<file path="config.mk">
export PLATFORM = sky130hd
export DESIGN_NAME = pa_accum_unit
export DESIGN_NICKNAME = d
export VERILOG_FILES = /design/src/rtl/pa_pkg.sv /design/src/rtl/pa_addsub.sv /design/src/rtl/pa_shift.sv /design/src/rtl/pa_mul.sv /design/src/rtl/pa_accum_unit.sv
export SDC_FILE = /design/constraint.sdc
export NUM_CORES = 1
export LEC_CHECK = 0
export BUFFER_PORTS_ARGS = -buffer_cell sky130_fd_sc_hd__buf_2
export CAP_MARGIN = 10
export CORE_MARGIN = 2
export CORE_UTILIZATION = 50
export DETAILED_ROUTE_END_ITERATION = 10
export PLACE_DENSITY_LB_ADDON = 0.15
export SLEW_MARGIN = 20
export SYNTH_ARGS = -nofsm -noshare
export SYNTH_HDL_FRONTEND = slang
export SYNTH_SLANG_ARGS = --single-unit
</file>
<file path="constraint.sdc">
create_clock -name clk -period 8.1 [get_ports clk]
set_clock_uncertainty 0.05 [all_clocks]
set_input_delay 1.62 -clock clk [delete_from_list [all_inputs] [get_ports clk]]
set_output_delay 1.62 -clock clk [all_outputs]
set_load 0.005 [all_outputs]
</file>
<file path="src/rtl/pa_pkg.sv">
package pa_pkg;

    localparam int BYTE_W = 8;
    localparam int WORD_W = 2 * BYTE_W;

    typedef enum logic [2:0] {
        OP_LOAD  = 3'd0,
        OP_STORE = 3'd1,
        OP_ADD   = 3'd2,
        OP_SUB   = 3'd3,
        OP_MUL   = 3'd4,
        OP_SHL   = 3'd5,
        OP_SHR   = 3'd6,
        OP_RSVD  = 3'd7
    } pa_op_e;

    typedef struct packed {
        logic n;
        logic z;
        logic v;
        logic c;
    } pa_flags_t;

    // N/Z from a word, V cleared, C kept from the previous flags
    function automatic pa_flags_t flags_nz(input logic [WORD_W-1:0] w, input logic c_keep);
        pa_flags_t f;
        f.n = w[WORD_W-1];
        f.z = (w == '0);
        f.v = 1'b0;
        f.c = c_keep;
        return f;
    endfunction

endpackage

</file>
<file path="src/rtl/pa_addsub.sv">
module pa_addsub
    import pa_pkg::*;
#(
    parameter int WW = pa_pkg::WORD_W
) (
    input  logic [WW-1:0] x,
    input  logic [WW-1:0] y,
    input  logic          sub,
    output logic [WW-1:0] res,
    output pa_flags_t     fl
);
    localparam int MSB = WW - 1;

    logic [WW:0] ext;

    always_comb begin
        if (sub) ext = {1'b0, x} - {1'b0, y};
        else     ext = {1'b0, x} + {1'b0, y};
        res  = ext[WW-1:0];
        fl.c = ext[WW];
        fl.n = res[MSB];
        fl.z = (res == '0);
        if (sub) fl.v = (x[MSB] != y[MSB]) && (res[MSB] != x[MSB]);
        else     fl.v = (x[MSB] == y[MSB]) && (res[MSB] != x[MSB]);
    end

endmodule

</file>
<file path="src/rtl/pa_shift.sv">
module pa_shift
    import pa_pkg::*;
#(
    parameter int WW = pa_pkg::WORD_W
) (
    input  logic [WW-1:0] x,
    input  logic          left,
    output logic [WW-1:0] res,
    output pa_flags_t     fl
);
    always_comb begin
        if (left) begin
            res  = {x[WW-2:0], 1'b0};
            fl.c = x[WW-1];
        end else begin
            res  = {1'b0, x[WW-1:1]};
            fl.c = x[0];
        end
        fl.n = res[WW-1];
        fl.z = (res == '0);
        fl.v = fl.n ^ fl.c;
    end

endmodule

</file>
<file path="src/rtl/pa_mul.sv">
module pa_mul #(
    parameter int BW = pa_pkg::BYTE_W
) (
    input  logic          clk,
    input  logic          rst,
    input  logic          go,
    input  logic [BW-1:0] a,
    input  logic [BW-1:0] b,
    output logic          busy,
    output logic          last,
    output logic [2*BW-1:0] prod_next
);
    localparam int WW = 2 * BW;
    localparam int CW = (BW > 1) ? $clog2(BW) : 1;
    localparam logic [CW-1:0] LAST_STEP = CW'(BW - 1);

    logic [WW-1:0] acc;
    logic [WW-1:0] mcand;
    logic [BW-1:0] mplr;
    logic [CW-1:0] cnt;

    assign last      = busy && (cnt == LAST_STEP);
    assign prod_next = acc + (mplr[0] ? mcand : '0);

    always_ff @(posedge clk) begin
        if (rst) begin
            busy  <= 1'b0;
            acc   <= '0;
            mcand <= '0;
            mplr  <= '0;
            cnt   <= '0;
        end else if (go && !busy) begin
            busy  <= 1'b1;
            acc   <= '0;
            mcand <= {{BW{1'b0}}, a};
            mplr  <= b;
            cnt   <= '0;
        end else if (busy) begin
            acc   <= prod_next;
            mcand <= mcand << 1;
            mplr  <= mplr >> 1;
            cnt   <= cnt + 1'b1;
            if (last) busy <= 1'b0;
        end
    end

    // the engine goes idle right after its final step
    a_r6_idle_after_last: assert property (@(posedge clk) disable iff (rst)
        last |=> !busy);

    // a new multiply cannot restart the step counter mid-run
    a_r6_count_advances: assert property (@(posedge clk) disable iff (rst)
        (busy && !last) |=> (busy && cnt == $past(cnt) + 1'b1));

endmodule

</file>
<file path="src/rtl/pa_accum_unit.sv">
module pa_accum_unit
    import pa_pkg::*;
#(
    parameter int BW = pa_pkg::BYTE_W
) (
    input  logic            clk,
    input  logic            rst,
    input  logic            start,
    input  logic [2:0]      op,
    input  logic [2*BW-1:0] opnd,
    output logic            done,
    output logic            busy,
    output logic [2*BW-1:0] d_out,
    output logic [2*BW-1:0] store_data,
    output logic            flag_n,
    output logic            flag_z,
    output logic            flag_v,
    output logic            flag_c
);
    localparam int WW = 2 * BW;

    logic [BW-1:0] acc_a, acc_b;
    pa_flags_t     fl_q;
    logic          done_q;
    logic [WW-1:0] st_q;

    logic          go;
    pa_op_e        opc;
    logic [WW-1:0] word;

    logic [WW-1:0] as_res, sh_res, mul_prod;
    pa_flags_t     as_fl, sh_fl;
    logic          mul_busy, mul_last;

    assign opc  = pa_op_e'(op);
    assign word = {acc_a, acc_b};
    assign go   = start && !mul_busy;

    pa_addsub #(.WW(WW)) u_addsub (
        .x   (word),
        .y   (opnd),
        .sub (opc == OP_SUB),
        .res (as_res),
        .fl  (as_fl)
    );

    pa_shift #(.WW(WW)) u_shift (
        .x    (word),
        .left (opc == OP_SHL),
        .res  (sh_res),
        .fl   (sh_fl)
    );

    pa_mul #(.BW(BW)) u_mul (
        .clk       (clk),
        .rst       (rst),
        .go        (go && opc == OP_MUL),
        .a         (acc_a),
        .b         (acc_b),
        .busy      (mul_busy),
        .last      (mul_last),
        .prod_next (mul_prod)
    );

    always_ff @(posedge clk) begin
        if (rst) begin
            acc_a  <= '0;
            acc_b  <= '0;
            fl_q   <= '0;
            done_q <= 1'b0;
            st_q   <= '0;
        end else begin
            done_q <= 1'b0;
            if (go) begin
                unique case (opc)
                    OP_LOAD: begin
                        {acc_a, acc_b} <= opnd;
                        fl_q   <= flags_nz(opnd, fl_q.c);
                        done_q <= 1'b1;
                    end
                    OP_STORE: begin
                        st_q   <= word;
                        fl_q   <= flags_nz(word, fl_q.c);
                        done_q <= 1'b1;
                    end
                    OP_ADD, OP_SUB: begin
                        {acc_a, acc_b} <= as_res;
                        fl_q   <= as_fl;
                        done_q <= 1'b1;
                    end
                    OP_SHL, OP_SHR: begin
                        {acc_a, acc_b} <= sh_res;
                        fl_q   <= sh_fl;
                        done_q <= 1'b1;
                    end
                    OP_MUL: begin
                    end
                    OP_RSVD: begin
                        done_q <= 1'b1;
                    end
                    default: begin
                    end
                endcase
            end
            if (mul_last) begin
                {acc_a, acc_b} <= mul_prod;
                fl_q.c <= mul_prod[BW-1];
                done_q <= 1'b1;
            end
        end
    end

    assign done       = done_q;
    assign busy       = mul_busy;
    assign d_out      = word;
    assign store_data = st_q;
    assign flag_n     = fl_q.n;
    assign flag_z     = fl_q.z;
    assign flag_v     = fl_q.v;
    assign flag_c     = fl_q.c;

    // a load lands on the pair with V cleared and done raised
    a_r2_load_lands: assert property (@(posedge clk) disable iff (rst)
        (go && opc == OP_LOAD) |=> (d_out == $past(opnd) && !flag_v && done));

    // store leaves the pair alone and exposes it
    a_r3_store_copy: assert property (@(posedge clk) disable iff (rst)
        (go && opc == OP_STORE) |=> (store_data == $past(d_out) && $stable(d_out)));

    // no completion while the multiplier is still running
    a_r6_no_early_done: assert property (@(posedge clk) disable iff (rst)
        busy |-> !done);

    // right shift always clears N
    a_r8_shr_clears_n: assert property (@(posedge clk) disable iff (rst)
        (go && opc == OP_SHR) |=> !flag_n);

    // the pair holds while the multiplier runs
    a_r9_hold_while_busy: assert property (@(posedge clk) disable iff (rst)
        busy |-> $stable(d_out));

    // reserved code completes with nothing changed
    a_r10_rsvd_inert: assert property (@(posedge clk) disable iff (rst)
        (go && opc == OP_RSVD) |=> (done && $stable(d_out) && $stable(store_data)
                                    && $stable({flag_n, flag_z, flag_v, flag_c})));

endmodule

</file>
=== Word-level counts from Yosys, hierarchy flattened ===
Cells that the tools add are included.
W data, S select, Z words.

* Add/sub/neg operators: 4
* Eq/ne operators: 13
* Mux-type cells: 24
* Bitwise gates (word level): 1
* Reduce and logical (&&, ||, !) cells: 25

{| class="wikitable"
|+ Operators by type and width
! kind !! number
|-
| $logic_not A16 Y1 || 4
|-
| $mux W8 || 8
|-
| $pmux W8 S3 || 2
|-
| $mux W16 || 2
|-
| $add A16 B16 Y17 || 1
|-
| $mux W17 || 1
|-
| $sub A16 B16 Y17 || 1
|-
| $add A16 B16 Y16 || 1
|-
| $pmux W4 S4 || 1
|-
| $eq A3 B3 Y1 const B || 5
|-
| $mux W1 || 10
|-
| $reduce_bool A4 Y1 || 2
|-
| $reduce_or A7 Y1 || 1
|-
| $eq A3 B2 Y1 const B || 2
|-
| $logic_and A1 B1 Y1 || 6
|-
| $reduce_and A2 Y1 || 3
|-
| $reduce_or A2 Y1 || 3
|-
| $ne A2 B2 Y1 const B || 2
|-
| $reduce_and A4 Y1 || 1
|-
| $reduce_bool A2 Y1 || 2
|-
| $add A3 B1 Y3 const B || 1
|-
| $eq A3 B1 Y1 const B || 1
|-
| $logic_not A3 Y1 || 1
|-
| $reduce_bool A3 Y1 || 1
|-
| 4 further kinds || 5
|}

* Register bits: 81
* Input bits: 22
* Logic and storage cells: 81

=== Logic depth before layout (Yosys ltp) ===
Gate-level depths: netlist (run 1).

* Depth in word-level cells: 8
* Mapped depth: 16
* Gate-level depth less buffers: 14

=== Modules after synthesis ===
A second synthesis (run 1) with hierarchy kept.

* Cell total of the unflattened synthesis: 797
* Area total of the unflattened synthesis: 6422.4 sq um

{| class="wikitable"
|+ Modules (own cells, without submodules)
! module !! instances !! cells an instance !! area each (sq um)
|-
| pa_mul || 1 || 289 || 2513.7
|-
| pa_accum_unit || 1 || 269 || 2160.8
|-
| pa_addsub || 1 || 211 || 1465.2
|-
| pa_shift || 1 || 28 || 282.8
|}

=== Worst setup path after synthesis (run 1) ===
No wires, ideal clock.

* Path kind: input to register
* Start: input port op[1]
* End: register fl_q (netlist bit flag_z)
* Setup time: 0.084 ns
* Data arrival time: 5.053 ns
* Slack: 2.913 ns
* Cell stages on the path: 15
* Cells stage by stage: clkbuf_1 -> nor2b_1 -> clkbuf_1 -> and2_1 -> clkbuf_1 -> a21oi_1 -> xnor2_1 -> ha_1 -> a21o_1 -> a2111o_1 -> a211oi_2 -> nor2_1 -> xor2_1 -> or4_4 -> o31ai_2

* Cells in the longest elaborated chain, start to end: 4
* Elaborated cells between the ends (all ways): 15
* Classes of those cells: 5 x eq/ne; 3 x mux; 7 x reduce/logical

{| class="wikitable"
|+ Ends and longest elaborated chain
! item !! RTL line !! source
|-
| start: declaration || pa_accum_unit.sv:9 || <nowiki>input logic [2:0] op,</nowiki>
|-
| $eq A3 B3 Y1 (tied with other cells) || pa_accum_unit.sv:49, pa_accum_unit.sv:75 ||
|-
| $mux W16 (tied with other cells) || pa_shift.sv:12 || <nowiki>if (left) begin</nowiki>
|-
| $logic_not A16 Y1 (tied with other cells) || pa_shift.sv:20 || <nowiki>fl.z = (res == '0);</nowiki>
|-
| $pmux W4 S4 or $reduce_and A2 Y1 (tied branches) || n/a ||
|-
| end signal: assignment || pa_accum_unit.sv:78 || <nowiki>fl_q <= flags_nz(opnd, fl_q.c);</nowiki>
|-
| end signal: assignment || pa_accum_unit.sv:83 || <nowiki>fl_q <= flags_nz(word, fl_q.c);</nowiki>
|-
| end signal: assignment || pa_accum_unit.sv:88 || <nowiki>fl_q <= as_fl;</nowiki>
|-
| end: declaration || pa_accum_unit.sv:23 || <nowiki>pa_flags_t fl_q;</nowiki>
|}

Parallel ways exist; a longest one is shown, timed or not.
A chain may end at the register's enable or synchronous reset.

=== Worst setup path in the final report (run 1) ===
Ends and elaborated chain as after synthesis.

==> qor.yml, run 1 <==
yosys:
  ys_seq_elements: 81
  ys_warn_count: 0
  async_flop_share_pct: 0
  avgSynthCellArea_sq_um: 7.87
  yosysSeqAreaShare_pct: 28.1
  syn_inst: 732
  synth_flop_cell: "dfxtp_1"
  syn_nets: 790
  synth_area_sq_mm: 0.00576
  synthDistinctLibCells: 72
  synth_enable_flop_cells: 0
clock_network:
  cts-htree-levels: 3
  cts-resized-gates: 0
  cts_tree: "yes"
  ctsHoldBuffers: 0
  clk_path_buf_depth: 2
  cts_buffers: 9
  clockRootBuffer: "clkbuf_16"
  path_clk_slew_ps: 60
  clock-sinks: 81
  clk_latency_ps: 330
  cts_setup_buffers: 0
floorplan:
  rows: 39
  die-height_microns: 111
  start_util_pct: 50.9
  dieArea_sq_mm: 0.0124
  core_area_sq_mm: 0.0113
  die_w_microns: 111
  io_pins: 60
setup_path:
  slowest_stage: "or4_1"
  cpMostUsedCell: "xnor2_1"
  cp_slowest_stage_delay_ps: 470
  worstPathMaxFanout: 24
  critPathCaptureType: "flip-flop"
  required_ps: 8300
  worst-setup-path-type: "input port to flip-flop"
  crit_path_start_kind: "input port"
  crit_arrival_ps: 5430
  worstPathCellList: "buf_2 -> nor2b_1 -> and2_1 -> nor2_1 -> xnor2_1 -> ha_1 -> a211oi_1 -> o21ai_1 -> a41o_1 -> xnor2_1 -> nand4_1 -> or4_1 -> o31ai_2"
final_layout:
  finish.utilization_pct: 56.6
  final_cell_mix: "nand2_1, a21oi_1, dfxtp_1"
  nets: 828
  fillers: 1092
  antennaDiodeCount: 0
  drive_gt1_share_pct: 13.7
  layout_commonest_cell: "nand2_1"
  syn_to_final_growth_pct: 11.3
global_route:
  grt_usage_pct: 27.6
  grt_max_degree: 58
  grt_pass1_wl_microns: 27900
  grt_pass1_vias: 5438
  grt_overflow_total: 0
  antenna_found_initial: 0
drt:
  first_iter_violations: 564
  drc: 0
  dr_total_vias: 5681
  drt_wl_total_microns: 17400
  viasPerCell: 6.19
  antenna_left: 0
  routedWlPerCell_microns: 18.9
  drtPass1Iterations: 7
power:
  power.switching_mw: 0.338
  p_int_mw: 0.724
  power_mw: 1.06
  clockPowerShare_pct: 36.1
  p_leak_nw: 2.58
  p_comb_share_pct: 23.0
  power.density_mw_per_mm2: 166
  power_switching_share_pct: 31.8
  max-vdd-ir-drop_mv: 0.117
  seqPwrFrac_pct: 40.9
placement:
  port-buffer-count: 59
  gp_congestion: 0.907
  dp_hpwl_microns: 12300
  preCtsSetupSlack_ps: 2620
job:
  cap_violations: 0
status:
  status: "finished, final reports clean"
sta:
  setup_violations: 0
  period_share_pct: 64.5
  slew_violations: 0
  slew_headroom_pct: 40.6
  clock.fmax_mhz: 191
  timing.setup.tns_ps: 0
  setup_slack_ps: 2870
  finalHoldViolCount: 0
  min_period_ps: 5230
  rsz0062_at_grt: "no"
  tightest_slew_ps: 888
min_path:
  hold_path_class: "flip-flop to flip-flop"
-- registers in the layout, summed over array words and instances (netlist names), 3 cells and up --
name         count
u_mul.mcand     16
u_mul.acc       16
acc_a            8
u_mul.cnt        3
acc_b            8
store_data      16
u_mul.mplr       8
-- worst max-delay path, delay by kind of cell --
family | cells | cell delay (ps)
AOI/OAI and AO/OA | 4 | 1160
xor gates and xnor gates | 2 | 470
adders and majority gates | 1 | 340
buffers and inverters | 1 | 350
and+or+nand+nor | 5 | 1480
-- power by group through the flow --
| stage | Sequential (mW) | Clock [mW] | Combinational (mW) |
|---|---|---|---|
| 2_1_floorplan | 0.430 | 0 | 0.176 |
| 3_3_place_gp | 0.443 | 0 | 0.235 |
| 3_5_place_dp | 0.443 | 0 | 0.238 |
| 4_1_cts | 0.434 | 0.390 | 0.240 |
| 5_1_grt | 0.436 | 0.407 | 0.264 |
| 6_report | 0.435 | 0.384 | 0.244 |
-- synth_stat cells, types with 4 or more instances --
cell      instances  area (sq um)
inv_1            14          52.6
a22oi_1          18           135
nor4_1            8          50.1
a31oi_1           5          31.3
nor3b_1           4          30.0
or3_1             4          25.0
a211o_1           4          35.0
nand2_1          84           315
xor2_1           12           105
or2_2             5          31.3
buf_1             7          26.3
nor2b_1           9          56.3
a21o_1           10          75.1
nand3b_1          5          37.5
o31ai_1           4          30.0
xnor2_1          29           254
o21ai_0          15          75.1
o211ai_1          6          45.0
a211oi_1         10          75.1
a22o_1           11          96.3
mux2i_1          21           210
nor3_1           17          85.1
o21a_1            7          52.6
dfxtp_1          81          1620
and2_1           18           113
a221oi_1          9          78.8
nand3_1          13          65.1
clkbuf_1         29           109
mux2_2            8          90.1
nand2b_1          4          25.0
nand4_1           5          31.3
a21oi_1          83           415
ha_1             34           425
a221o_1           4          40.0
nor2_1           78           293
-- path summary, 6_finish.rpt --
kind	from	to	slack [ps]	cells after the start
worst max-delay path	op[1]	flag_z$_SDFFE_PP0P_	2870	13
worst min-delay path	store_data[0]$_SDFFE_PP0P_	store_data[0]$_SDFFE_PP0P_	400	2
worst max register to register	acc_b[0]$_SDFFE_PP0P_	flag_z$_SDFFE_PP0P_	4610	11
worst min register to register	store_data[0]$_SDFFE_PP0P_	store_data[0]$_SDFFE_PP0P_	400	2
-- cell families after synthesis --
group                    count (synthesis)  synth area share [%]
AND/OR/NAND/NOR                        268                  22.1
AO/OA/AOI/OAI                          224                  26.6
flip-flops                              81                  28.1
buffers and inverters                   53                  3.67
XOR/XNOR                                41                  6.23
adder cells (fa/ha/maj)                 36                  8.08
multiplexers                            29                  5.21
-- area by class of cell --
cell class              instances  area, sq um  share of cell area (%)
clock buffers                  10          239                    3.73
clock inverters                 6         41.3                   0.644
repair buffers                 66          348                    5.42
flip-flops and latches         81         1620                    25.3
well taps                     143          179                    2.79
inverters                      14         52.6                   0.820
multi-input cells             598         3930                    61.3
-- routing by layer --
| metal | vias up | part of all wire, % | GRT usage (%) |
|---|---|---|---|
| li1 | 2767 | - | - |
| met1 | 2672 | 45 | 35.3 |
| met2 | 205 | 47 | 46.6 |
| met3 | 37 | 5.9 | 5.01 |
| met4 | 0 | 2.8 | 10.2 |
| met5 | - | 0 | 0 |
-- per-stage QoR --
stage	hold WS, ps	std cells	area [sq um]
global route	420	918	6410
floorplan	387	732	5760
CTS	404	918	6410
global placement	390	902	6130
finish	401	918	6410
detailed placement	396	902	6130
(Power assumes the default switching activity.)
==> run 2: changes to the inputs <==
==> constraint.sdc (replaced) <==
create_clock -name clk -period 4.65 [get_ports clk]
set_clock_uncertainty 0.05 [all_clocks]
set_input_delay 0.93 -clock clk [delete_from_list [all_inputs] [get_ports clk]]
set_output_delay 0.93 -clock clk [all_outputs]
set_load 0.005 [all_outputs]
==> qor.yml, run 2 (synthesis results as in run 1) <==
status:
  status: "finished, final reports clean"  # unchanged
global_route:
  grt_usage_pct: 28.3  # was 27.6%
  antenna_found_initial: 0  # unchanged
  grt_pass1_wl_microns: 28600  # was 27900 microns
  grt_max_degree: 45  # was 58
  grt_pass1_vias: 5550  # was 5438
  grt_overflow_total: 0  # unchanged
sta:
  slew_violations: 0  # unchanged
  setup_violations: 0  # unchanged
  period_share_pct: 92.1
  tightest_slew_ps: 877  # was 888 ps
  clock.fmax_mhz: 233
  slew_headroom_pct: 41.3  # was 40.6%
  rsz0062_at_grt: "no"  # unchanged
  setup_slack_ps: 366  # was 2870 ps
  whs_ps: 401  # about the same
  min_period_ps: 4280
  finalHoldViolCount: 0  # unchanged
  timing.setup.tns_ps: 0  # unchanged
setup_path:
  slowest_stage: "xnor2_1"  # was or4_1
  startpoint: "opnd[2]"  # was op[1]
  cp.depth: 14  # was 13
  worst_r2r_path_depth: 11  # unchanged
  cp_slowest_stage_delay_ps: 470  # about the same
  cp-endpoint: "acc_a[7]$_SDFFE_PP0P_"  # was flag_z$_SDFFE_PP0P_
  worstPathCellList: "buf_2 -> nor2_1 -> nor4b_1 -> nor2b_1 -> a21oi_1 -> xnor2_1 -> ha_1 -> and3_2 -> nand3_1 -> a211oi_1 -> o221ai_1 -> xnor2_1 -> a21oi_1 -> a2111oi_0"  # was buf_2 -> nor2b_1 -> and2_1 -> nor2_1 -> xnor2_1 -> ha_1 -> a211oi_1 -> o21ai_1 -> a41o_1 -> xnor2_1 -> nand4_1 -> or4_1 -> o31ai_2
  critPathBufInv: 1  # unchanged
  worstPathMaxFanout: 7  # was 24
  r2r_setup_slack_ps: 1430  # was 4610 ps
  reg2reg_from: "acc_b[0]$_SDFFE_PP0P_"  # unchanged
  timing.rr.end: "flag_z$_SDFFE_PP0P_"  # unchanged
  critPathCaptureType: "flip-flop"  # unchanged
  worst-setup-path-type: "input port to flip-flop"  # unchanged
  crit_path_start_kind: "input port"  # unchanged
  crit_family: "simple AND/OR/NAND/NOR gates"  # unchanged
  crit_arrival_ps: 4460  # was 5430 ps
  required_ps: 4830  # was 8300 ps
drt:
  drtPass1Iterations: 6  # was 7
  viasPerCell: 6.25  # was 6.19
  drt_wl_total_microns: 17800  # was 17400 microns
  routedWlPerCell_microns: 19.2  # was 18.9 microns
  antenna_left: 0  # unchanged
  drc: 0  # unchanged
  dr_total_vias: 5803  # was 5681
  first_iter_violations: 543  # was 564
floorplan:
  rows: 39  # unchanged
  die-height_microns: 111  # unchanged
  die_w_microns: 111  # unchanged
  start_util_pct: 50.9  # unchanged
  io_pins: 60  # unchanged
  dieArea_sq_mm: 0.0124  # unchanged
  core_area_sq_mm: 0.0113  # unchanged
clock_network:
  cts-resized-gates: 0  # unchanged
  cts_setup_buffers: 0  # unchanged
  clock-sinks: 81  # unchanged
  clk_path_buf_depth: 2  # unchanged
  path_clk_slew_ps: 70  # was 60 ps
  clk_latency_ps: 340  # was 330 ps
  cts_buffers: 9  # unchanged
  cts_tree: "yes"  # unchanged
  cts-htree-levels: 3  # unchanged
  ctsHoldBuffers: 0  # unchanged
  clockRootBuffer: "clkbuf_16"  # unchanged
placement:
  preCtsSetupSlack_ps: 127  # was 2620 ps
  dp_hpwl_microns: 12800  # was 12300 microns
  dp_cells: 912  # was 902
  port-buffer-count: 59  # unchanged
  gp_congestion: 0.965  # was 0.907
final_layout:
  antennaDiodeCount: 0  # unchanged
  seq_area_sq_mm: 0.00162  # unchanged
  final_cells: 928  # was 918
  multiInputGateArea_sq_mm: 0.00393  # unchanged
  syn_to_final_growth_pct: 12.9  # was 11.3%
  finish.utilization_pct: 57.5  # was 56.6%
  drive_gt1_share_pct: 14.8  # was 13.7%
  final_cell_mix: "nand2_1, a21oi_1, dfxtp_1"  # unchanged
  fillers: 1080  # was 1092
  layout_commonest_cell: "nand2_1"  # unchanged
  nets: 838  # was 828
min_path:
  hold_path_class: "flip-flop to flip-flop"  # unchanged
job:
  cap_violations: 0  # unchanged
power:
  max-vdd-ir-drop_mv: 0.257  # was 0.117 mV
  p_leak_nw: 2.63  # was 2.58 nW
  power.density_mw_per_mm2: 296  # was 166 mW/mm^2
-- run 2: cell types whose count changed in the layout (fill, tap and decap cells not counted) --
cell | previous run | this run
buf_4 | 7 | 17
clkinv_2 | 3 | 1
clkinv_4 | 2 | 0
clkinvlp_4 | 0 | 2
inv_6 | 1 | 3
bufinv_16 | 0 | 1
clkbuf_8 | 1 | 0
-- run 2: worst register-to-register path: stages, from the launching register on --
cell      delay (ps)
dfxtp_1          400
inv_1            150
ha_1             180
inv_1             60
fa_1             410
a211oi_1         400
o21ai_1          240
a211oi_2         290
nor2_1           100
xor2_1           160
or4_4            510
o31ai_2          210
-- run 2: stage by stage --
stage	instance area [sq um]	power, mW
final	6510	1.93
after floorplan	5760	1.06
after global placement	6210	1.19
after CTS	6510	1.93
after global routing	6510	2.00
after detailed placement	6210	1.20
-- run 2: area by class of cell --
cell class	instances	share of cell area, %
clock buffers	9	3.46
multi-input cells	598	60.4
repair buffers	76	6.50
well taps	143	2.75
clock inverters	7	1.17
flip-flops and latches	81	24.9
inverters	14	0.807
-- run 2: report_power, final --
group	switching [mW]	total (mW)	internal [mW]
Combinational	0.259	0.438	0.179
Clock	0.313	0.734	0.421
Sequential	0.0427	0.754	0.712
-- run 2: worst min path at each step --
| stage | startpoint | endpoint | slack [ps] | depth (start not counted) |
|---|---|---|---|---|
| floorplan | u_mul.mplr[1]$_SDFFE_PP0P_ | u_mul.mplr[1]$_SDFFE_PP0P_ | 390 | 2 |
| global placement | store_data[0]$_SDFFE_PP0P_ | store_data[0]$_SDFFE_PP0P_ | 390 | 2 |
| CTS | store_data[4]$_SDFFE_PP0P_ | store_data[4]$_SDFFE_PP0P_ | 400 | 2 |
| finish | store_data[4]$_SDFFE_PP0P_ | store_data[4]$_SDFFE_PP0P_ | 400 | 2 |
| detailed placement | store_data[4]$_SDFFE_PP0P_ | store_data[4]$_SDFFE_PP0P_ | 390 | 2 |
| global route | store_data[13]$_SDFFE_PP0P_ | store_data[13]$_SDFFE_PP0P_ | 420 | 2 |
-- run 2: layer usage --
metal  global-route usage (%)  share of wire, %  up-vias
met3                     5.33               7.9       40
met2                     46.9                46      255
met1                     37.0                43     2725
li1                         -                 -     2783
met5                        0                 0        -
met4                     9.88               2.4        0
==> run 3: changes to the inputs <==
--- a/config.mk
+++ b/config.mk
@@ -7,8 +7,8 @@
 export LEC_CHECK = 0
 export BUFFER_PORTS_ARGS = -buffer_cell sky130_fd_sc_hd__buf_2
 export CAP_MARGIN = 10
-export CORE_MARGIN = 2
-export CORE_UTILIZATION = 50
+export CORE_MARGIN = 8
+export CORE_UTILIZATION = 40
 export DETAILED_ROUTE_END_ITERATION = 10
 export PLACE_DENSITY_LB_ADDON = 0.15
 export SLEW_MARGIN = 20
==> qor.yml, run 3 (synthesis results as in run 1) <==
setup_path:
  reg2reg_from: "acc_b[0]$_SDFFE_PP0P_"  # unchanged
  critPathCaptureType: "flip-flop"  # unchanged
  worst_r2r_path_depth: 11  # unchanged
  worstPathMaxFanout: 4  # was 7
  crit_arrival_ps: 4310  # was 4460 ps
  timing.rr.end: "flag_z$_SDFFE_PP0P_"  # unchanged
  worst-setup-path-type: "input port to flip-flop"  # unchanged
  r2r_setup_slack_ps: 1190  # was 1430 ps
  crit_path_start_kind: "input port"  # unchanged
  required_ps: 4830  # about the same
clock_network:
  path_clk_slew_ps: 60  # was 70 ps
  clk_path_buf_depth: 2  # unchanged
  clockRootBuffer: "clkbuf_16"  # unchanged
  cts_buffers: 9  # unchanged
  cts-resized-gates: 0  # unchanged
  cts_setup_buffers: 0  # unchanged
  cts-htree-levels: 3  # unchanged
  cts_tree: "yes"  # unchanged
  clock-sinks: 81  # unchanged
  clk_latency_ps: 350  # was 340 ps
  ctsHoldBuffers: 0  # unchanged
drt:
  viasPerCell: 5.93  # was 6.25
  drtPass1Iterations: 5  # was 6
  routedWlPerCell_microns: 19.3  # was 19.2 microns
  antenna_left: 0  # unchanged
  first_iter_violations: 437  # was 543
  drt_wl_total_microns: 18700  # was 17800 microns
  drc: 0  # unchanged
  dr_total_vias: 5733  # was 5803
sta:
  period_share_pct: 88.9  # was 92.1%
  setup_violations: 0  # unchanged
  min_period_ps: 4140  # was 4280 ps
  setup_slack_ps: 515  # was 366 ps
  rsz0062_at_grt: "no"  # unchanged
  whs_ps: 401  # about the same
  slew_headroom_pct: 34.6  # was 41.3%
  clock.fmax_mhz: 242  # was 233 MHz
  slew_violations: 0  # unchanged
  finalHoldViolCount: 0  # unchanged
  timing.setup.tns_ps: 0  # unchanged
  tightest_slew_ps: 977  # was 877 ps
final_layout:
  antennaDiodeCount: 0  # unchanged
  layout_commonest_cell: "nand2_1"  # unchanged
  nets: 837  # was 838
  syn_to_final_growth_pct: 13.8  # was 12.9%
  final_cells: 967  # was 928
  final_cell_mix: "nand2_1, a21oi_1, dfxtp_1"  # unchanged
  drive_gt1_share_pct: 14.6  # was 14.8%
global_route:
  gr-usage-met1_pct: 26.2  # was 37.0%
  grt_overflow_total: 0  # unchanged
  grt_max_degree: 47  # was 45
  grt_use_met3_pct: 3.95  # was 5.33%
  use_met2_pct: 32.4  # was 46.9%
  grt_pass1_vias: 5361  # was 5550
  top_usage_layer: "met2"  # unchanged
  grt_pass1_wl_microns: 29400  # was 28600 microns
  grt_usage_pct: 20.1  # was 28.3%
  antenna_found_initial: 0  # unchanged
placement:
  gp_congestion: 0.881  # was 0.965
  preCtsSetupSlack_ps: 118  # was 127 ps
  dp_hpwl_microns: 13600  # was 12800 microns
  port-buffer-count: 59  # unchanged
  dp_cells: 952  # was 912
floorplan:
  rows: 44  # was 39
  dieArea_sq_mm: 0.0185  # was 0.0124 sq mm
  die-height_microns: 136  # was 111 microns
  die_w_microns: 136  # was 111 microns
  core_area_sq_mm: 0.0143  # was 0.0113 sq mm
  io_pins: 60  # unchanged
  start_util_pct: 40.3  # was 50.9%
power:
  p_leak_nw: 2.64  # was 2.63 nW
  power_mw: 1.96  # was 1.93 mW
  power.density_mw_per_mm2: 299  # was 296 mW/mm^2
  max-vdd-ir-drop_mv: 0.195  # was 0.257 mV
min_path:
  min_path_cells: 2  # unchanged
  hold_path_class: "flip-flop to flip-flop"  # unchanged
  worstHoldStart: "store_data[0]$_SDFFE_PP0P_"  # was store_data[4]$_SDFFE_PP0P_
  hold_path_end: "store_data[0]$_SDFFE_PP0P_"  # was store_data[4]$_SDFFE_PP0P_
status:
  status: "finished, final reports clean"  # unchanged
job:
  cap_violations: 0  # unchanged
==> run 3: worst max path at each step <==
stage / start / to / slack, ps
after floorplan: op[1] / flag_z$_SDFFE_PP0P_ / 150
after global placement: opnd[2] / flag_z$_SDFFE_PP0P_ / 270
after detailed placement: opnd[2] / acc_a[7]$_SDFFE_PP0P_ / 120
after CTS: opnd[2] / acc_a[7]$_SDFFE_PP0P_ / 490
after global routing: opnd[2] / acc_a[7]$_SDFFE_PP0P_ / 150
final: opnd[2] / acc_a[7]$_SDFFE_PP0P_ / 510
==> run 3: stage by stage <==
stage / util, % / cell area [sq um]
2_1_floorplan: - / 5760
3_3_place_gp: 43.7 / 6250
3_5_place_dp: 43.7 / 6250
4_1_cts: 45.8 / 6560
5_1_grt: 45.8 / 6560
6_report: 45.8 / 6560
==> run 3: final cells by class <==
class / count / area, sq um
Sequential cell: 81 / 1620
Inverter: 14 / 52.6
Clock inverter: 6 / 83.8
Clock buffer: 9 / 225
Tap cell: 184 / 230
Multi-Input combinational cell: 598 / 3930
Fill cell: 1448 / 7750
Timing Repair Buffer: 75 / 415
==> run 3: critical path, stage by stage <==
cell and delay [ps]:
buf_2 130, nor2_1 160, nor4b_1 350, nor2b_1 310, nand2_1 140, o31ai_1 270
xor2_1 180, ha_1 290, a21oi_1 220, or3b_2 460, o221ai_1 100, xnor2_1 270
a21oi_1 130, a2111oi_0 360
==> run 3: power breakdown <==
| part | switching, mW | internal, mW | total (mW) |
|---|---|---|---|
| sequential | 0.0411 | 0.712 | 0.753 |
| clock | 0.300 | 0.465 | 0.766 |
| combinational | 0.260 | 0.179 | 0.440 |
| total | 0.602 | 1.36 | 1.96 |
==> run 3: layer usage <==
layer / vias up / share of wire, %
met3: 29 / 6.0
met4: 0 / 2.4
li1: 2790 / -
met1: 2728 / 45
met2: 186 / 47
met5: - / 0
